===== src/rtl/gf4096_pkg.sv =====
package gf4096_pkg;

    localparam int HALF_W = 6;
    localparam int SYM_W  = 2 * HALF_W;

    // x^6 = x + 1 : low bits of the GF(64) reduction polynomial
    localparam logic [HALF_W-1:0] RED_LOW  = 6'h03;
    // constant coefficient of the extension polynomial Y^2 + Y + c
    localparam logic [HALF_W-1:0] EXT_C    = 6'h21;
    // multiplier for one primitive-element step
    localparam logic [SYM_W-1:0]  STEP_K   = 12'hE01;
    localparam logic [SYM_W-1:0]  SYM_ONE  = 12'h001;

    typedef struct packed {
        logic [HALF_W-1:0] hi;
        logic [HALF_W-1:0] lo;
    } sym_t;

    // multiply a GF(64) element by x, reducing at once
    function automatic logic [HALF_W-1:0] xtime6(input logic [HALF_W-1:0] v);
        return {v[HALF_W-2:0], 1'b0} ^ (v[HALF_W-1] ? RED_LOW : '0);
    endfunction

endpackage


===== src/rtl/gf64_mul_unit.sv =====
module gf64_mul_unit
    import gf4096_pkg::*;
(
    input  logic [HALF_W-1:0] a,
    input  logic [HALF_W-1:0] b,
    output logic [HALF_W-1:0] p
);

    // acc[i]: sum of a[j]*b*x^j for j < i ; sh[i] = b*x^i
    logic [HALF_W-1:0] acc [0:HALF_W];
    logic [HALF_W-1:0] sh  [0:HALF_W-1];

    assign acc[0] = '0;
    assign sh[0]  = b;

    for (genvar i = 0; i < HALF_W; i++) begin : g_step
        assign acc[i+1] = a[i] ? (acc[i] ^ sh[i]) : acc[i];
        if (i < HALF_W - 1) begin : g_shift
            assign sh[i+1] = xtime6(sh[i]);
        end
    end

    assign p = acc[HALF_W];

endmodule


===== src/rtl/gf4096_core.sv =====
module gf4096_core
    import gf4096_pkg::*;
(
    input  sym_t a,
    input  sym_t b,
    output sym_t p
);

    logic [HALF_W-1:0] sum_prod;   // (ah^al)(bh^bl)
    logic [HALF_W-1:0] low_prod;   // al*bl
    logic [HALF_W-1:0] high_prod;  // ah*bh
    logic [HALF_W-1:0] high_red;   // ah*bh*c

    gf64_mul_unit u_sum (
        .a (a.hi ^ a.lo),
        .b (b.hi ^ b.lo),
        .p (sum_prod)
    );

    gf64_mul_unit u_low (
        .a (a.lo),
        .b (b.lo),
        .p (low_prod)
    );

    gf64_mul_unit u_high (
        .a (a.hi),
        .b (b.hi),
        .p (high_prod)
    );

    gf64_mul_unit u_fold (
        .a (high_prod),
        .b (EXT_C),
        .p (high_red)
    );

    assign p.hi = sum_prod ^ low_prod;
    assign p.lo = high_red ^ low_prod;

endmodule


===== src/rtl/gf4096_mult.sv =====
module gf4096_mult
    import gf4096_pkg::*;
#(
    parameter bit REGISTERED = 1'b1
) (
    input  logic             clk,
    input  logic             rst,
    input  logic             in_valid,
    input  logic             in_step,
    input  logic [SYM_W-1:0] in_a,
    input  logic [SYM_W-1:0] in_b,
    output logic             out_valid,
    output logic [SYM_W-1:0] out_prod
);

    sym_t             op_a;
    sym_t             op_b;
    sym_t             core_p;
    logic [SYM_W-1:0] res_d;

    assign op_a = in_a;
    assign op_b = in_step ? STEP_K : in_b;

    gf4096_core u_core (
        .a (op_a),
        .b (op_b),
        .p (core_p)
    );

    // stepping from zero restarts the power sequence at one
    assign res_d = (in_step && (in_a == '0)) ? SYM_ONE : core_p;

    if (REGISTERED) begin : g_reg
        always_ff @(posedge clk) begin
            if (rst) begin
                out_valid <= 1'b0;
                out_prod  <= '0;
            end else begin
                out_valid <= in_valid;
                if (in_valid) begin
                    out_prod <= res_d;
                end
            end
        end

        a_r6_valid_rise: assert property (@(posedge clk) disable iff (rst)
            in_valid |=> out_valid);
        a_r6_valid_idle: assert property (@(posedge clk) disable iff (rst)
            !in_valid |=> !out_valid);
        a_r7_hold: assert property (@(posedge clk) disable iff (rst)
            !in_valid |=> $stable(out_prod));
        a_r8_zero_step: assert property (@(posedge clk) disable iff (rst)
            (in_valid && in_step && in_a == '0) |=> out_prod == SYM_ONE);
        a_r5_identity: assert property (@(posedge clk) disable iff (rst)
            (in_valid && !in_step && in_b == SYM_ONE) |=> out_prod == $past(in_a));
        a_r5_zero: assert property (@(posedge clk) disable iff (rst)
            (in_valid && !in_step && (in_a == '0 || in_b == '0)) |=> out_prod == '0);
    end else begin : g_comb
        assign out_valid = in_valid;
        assign out_prod  = res_d;
    end

endmodule


===== config.mk =====
export PLATFORM = sky130hd
export DESIGN_NAME = gf4096_mult
export DESIGN_NICKNAME = d
export VERILOG_FILES = /design/src/rtl/gf4096_pkg.sv /design/src/rtl/gf64_mul_unit.sv /design/src/rtl/gf4096_core.sv /design/src/rtl/gf4096_mult.sv
export SDC_FILE = /design/constraint.sdc
export NUM_CORES = 1
export LEC_CHECK = 0
export ABC_AREA = 1
export BUFFER_PORTS_ARGS = -buffer_cell sky130_fd_sc_hd__buf_2
export CAP_MARGIN = 5
export CORE_ASPECT_RATIO = 1.2
export CORE_MARGIN = 3
export CORE_UTILIZATION = 40
export CTS_CLUSTER_DIAMETER = 80
export CTS_CLUSTER_SIZE = 25
export DETAILED_ROUTE_END_ITERATION = 10
export HOLD_SLACK_MARGIN = 0.08
export REMOVE_ABC_BUFFERS = 1
export SLEW_MARGIN = 20
export SYNTH_ARGS = -nofsm -noshare
export SYNTH_HDL_FRONTEND = slang
export SYNTH_SLANG_ARGS = --single-unit

===== constraint.sdc =====
create_clock -name clk -period 1.6 [get_ports clk]
set_clock_uncertainty 0.05 [all_clocks]
set_input_delay 0.32 -clock clk [delete_from_list [all_inputs] [get_ports clk]]
set_output_delay 0.32 -clock clk [all_outputs]
set_load 0.01 [all_outputs]

==> flow_metrics.py <==
metrics = {
    "global_routing": {
        "grt_usage": 0.2368,
        "grt_max_degree": 14,
        "antenna_found_initial": 0,
        "grt_pass1_wl_mm": 17.01,
        "grt-ovfl-total": 0,
        "grt_pass1_vias": 3814,
    },
    "floorplan": {
        "row_count": 34,
        "design.portCount": 41,
        "dieHeight_um": 102.0,
        "start_util": 0.4175,
        "dieWidth_um": 86.01,
        "core_mm2": 0.007360,
        "fp.dieArea_mm2": 0.008774,
    },
    "synth": {
        "yosysWarningCount": 0,
        "yosys.cell_count.top_type": "nand2_1",
        "ys_ff_latch": 13,
        "synth_ff_type": "dfxtp_1",
        "syn_area_per_cell_um2": 5.182,
        "ys_types": 28,
        "synth_top_area_share": 0.2846,
        "syn_area_mm2": 0.003073,
        "syn_inst": 593,
        "synth_common_cells": "nand2_1 (233), inv_1 (75), nand3_1 (66), nor2_1 (66), xnor2_1 (28)",
        "synth_edf_count": 0,
        "synth_area_leaders": "nand2_1 (28%), nand3_1 (11%), inv_1 (9.2%)",
        "yosys.area.top_type": "nand2_1",
        "synthArstFlopShare": 0,
        "synth_seq_area_share": 0.08469,
    },
    "final_layout": {
        "final_nets": 746,
        "seq_area_um2": 260.3,
        "multi_input_area_mm2": 0.003198,
        "drive_above_1_share": 0.4533,
        "num-fill-cells": 660,
        "antenna_cells": 0,
        "stdcell_count": 807,
        "area_growth_pct": 59.73,
    },
    "drt": {
        "drtAntennaViolNets": 0,
        "drc": 0,
        "first_pass_iters": 4,
        "num_vias": 4075,
        "routed_wirelength_mm": 10.72,
        "routedWlPerCell_um": 13.28,
        "drt_first_iter_violations": 149,
        "drt-vias-per-instance": 5.050,
    },
    "setup_path": {
        "crit_arrival_ps": 1880,
        "worst-path-max-fanout": 8,
        "crit_buf_inv": 3,
        "rr_startpoint": "out_prod[9]$_SDFFE_PP0P_",
        "crit_type": "input pin to flip-flop",
        "crit_top_cell": "xor2_1",
        "crit_path_max_incr_delay_ps": 210,
        "cp-end-kind": "flip-flop",
        "critPathRequiredTime_ps": 1720,
        "critPathLaunch": "in_step",
        "cp_cell_sequence": "buf_12 -> buf_12 -> nor2_4 -> nand2_1 -> xor2_1 -> xnor2_1 -> xor2_1 -> buf_4 -> xor2_1 -> nand2_1 -> a21oi_1",
        "cp_top_family": "XOR/XNOR gates",
        "startpoint_type": "input pin",
        "cp_slowest_cell": "xor2_1",
    },
    "run": {
        "maxCapViolCount": 0,
    },
    "timing": {
        "finalCritPeriodShare": 1.101,
        "timing_worst_slew_pin_value_ps": 429.9,
        "slew_viol_final": 0,
        "fmax_mhz": 567.7,
        "hold_viol": 0,
        "fin_crit_ps": 1761,
        "setup_viol": 12,
        "setup_slack_ps": -161.4,
        "max_slew_margin": 0.7107,
        "rsz0062_at_grt": "true",
    },
    "placed_design": {
        "place.detailed.hpwl_mm": 8.192,
        "dp.cells": 794,
        "place_congestion": 0.9368,
        "portBuffers": 40,
    },
    "status": {
        "status": "finished with violations",
        "violations": "setup timing",
    },
    "clocking": {
        "cts_made_buffers": 3,
        "ctsLongestPathBuffers": 2,
        "cts_tree": "built",
        "clock-sinks": 13,
        "path_clk_slew_ps": 60,
        "htree_levels": 1,
        "clkLatencyLatePin_ps": 240,
        "hold_buffers": 0,
        "clockRootBuffer": "clkbuf_8",
    },
    "worst_hold_path": {
        "min_from": "rst",
        "worstHoldPathType": "input pin to flip-flop",
    },
    "power": {
        "p_per_area_mw_per_mm2": 537.5,
        "p_total_w": 0.002638,
        "p_leak_nw": 2.617,
        "ir_worst_vdd_mv": 0.4850,
    },
}
stage by stage:
stage	hold slack (ps)	util	instance area [um2]	setup TNS [ps]	worst slack (ps)
6_report	360.4	0.6670	4908	-1386	-161.4
5_1_grt	365.6	0.6670	4908	-2851	-282.5
4_1_cts	359.5	0.6107	4494	-1273	-169.3
3_5_place_dp	402.6	0.5343	3933	-6083	-642.2
3_3_place_gp	397.6	0.5343	3933	-5650	-612.7
2_1_floorplan	339.1	-	3022	-2359	-241.7
worst paths after layout:
path / to / slack, ps / cells after the start
max reg2reg: out_prod[9]$_SDFFE_PP0P_ / 940 / 2
min reg2reg: out_prod[10]$_SDFFE_PP0P_ / 410 / 2
min: out_prod[2]$_SDFFE_PP0P_ / 360 / 2
max: out_prod[3]$_SDFFE_PP0P_ / -160 / 11
flip-flops by register name (all words and copies together), names as in the netlist:
signal	flops
out_prod	12
out_valid	1
logic make-up after synthesis:
kind of cell,Yosys count,share of synthesized area
buf+inv,91,0.1193
flops,13,0.08469
compound gates,24,0.04316
simple gates,408,0.5733
xor+xnor,57,0.1796
placed cells by master, fill, tap and decap left out, drive strengths merged:
| master | netlist | layout |
|---|---|---|
| xor2 | 22 | 22 |
| nand4 | 7 | 7 |
| clkinv | 1 | 1 |
| dfxtp | 13 | 13 |
| buf | 5 | 125 |
| nand2b | 1 | 1 |
| nor3 | 1 | 1 |
| or2 | 2 | 2 |
| o21ai | 9 | 9 |
| a21oi | 13 | 13 |
| nor2 | 75 | 75 |
| nand3 | 66 | 66 |
| nand3b | 5 | 5 |
| xnor2 | 35 | 35 |
| inv | 83 | 83 |
| clkbuf | 2 | 6 |
| nand2 | 250 | 250 |
| o21bai | 2 | 2 |
| nor4 | 1 | 1 |
timing repair:
action / in CTS / in global routing
resized for setup: 126 / 102
gates cloned: 1 / 0
pin swaps: 40 / 66
setup endpoints to repair: 12 / 12
buffers inserted: 5 / 3
routing by layer:
metal | GRT usage | vias up | share of wire
met5 | 0 | - | 0
met4 | 0.05116 | 0 | 0.028
met3 | 0.01774 | 26 | 0.027
met2 | 0.4712 | 86 | 0.54
met1 | 0.2712 | 1907 | 0.40
li1 | - | 2056 | -
where the power goes:
| part | switching [W] | internal [W] |
|---|---|---|
| Combinational | 0.00113 | 0.000824 |
| Clock | 0.000113 | 0.000176 |
| Sequential | 0.0000220 | 0.000373 |
| Total | 0.00127 | 0.00137 |
final cells by class:
class | instances | area share
multi-input combinational | 489 | 0.6515
timing repair buffer | 127 | 0.1950
inverter | 84 | 0.06832
sequential | 13 | 0.05302
tap | 90 | 0.02294
clock buffer | 4 | 0.009177
worst register-to-register path, delay by kind of cell, from the launching register on:
family | cells | cell delay (ps)
AO/OA/AOI/OAI | 1 | 140
flip-flops | 1 | 340
AND/OR/NAND/NOR | 1 | 60
No activity file was read; power rests on OpenSTA's default activity.
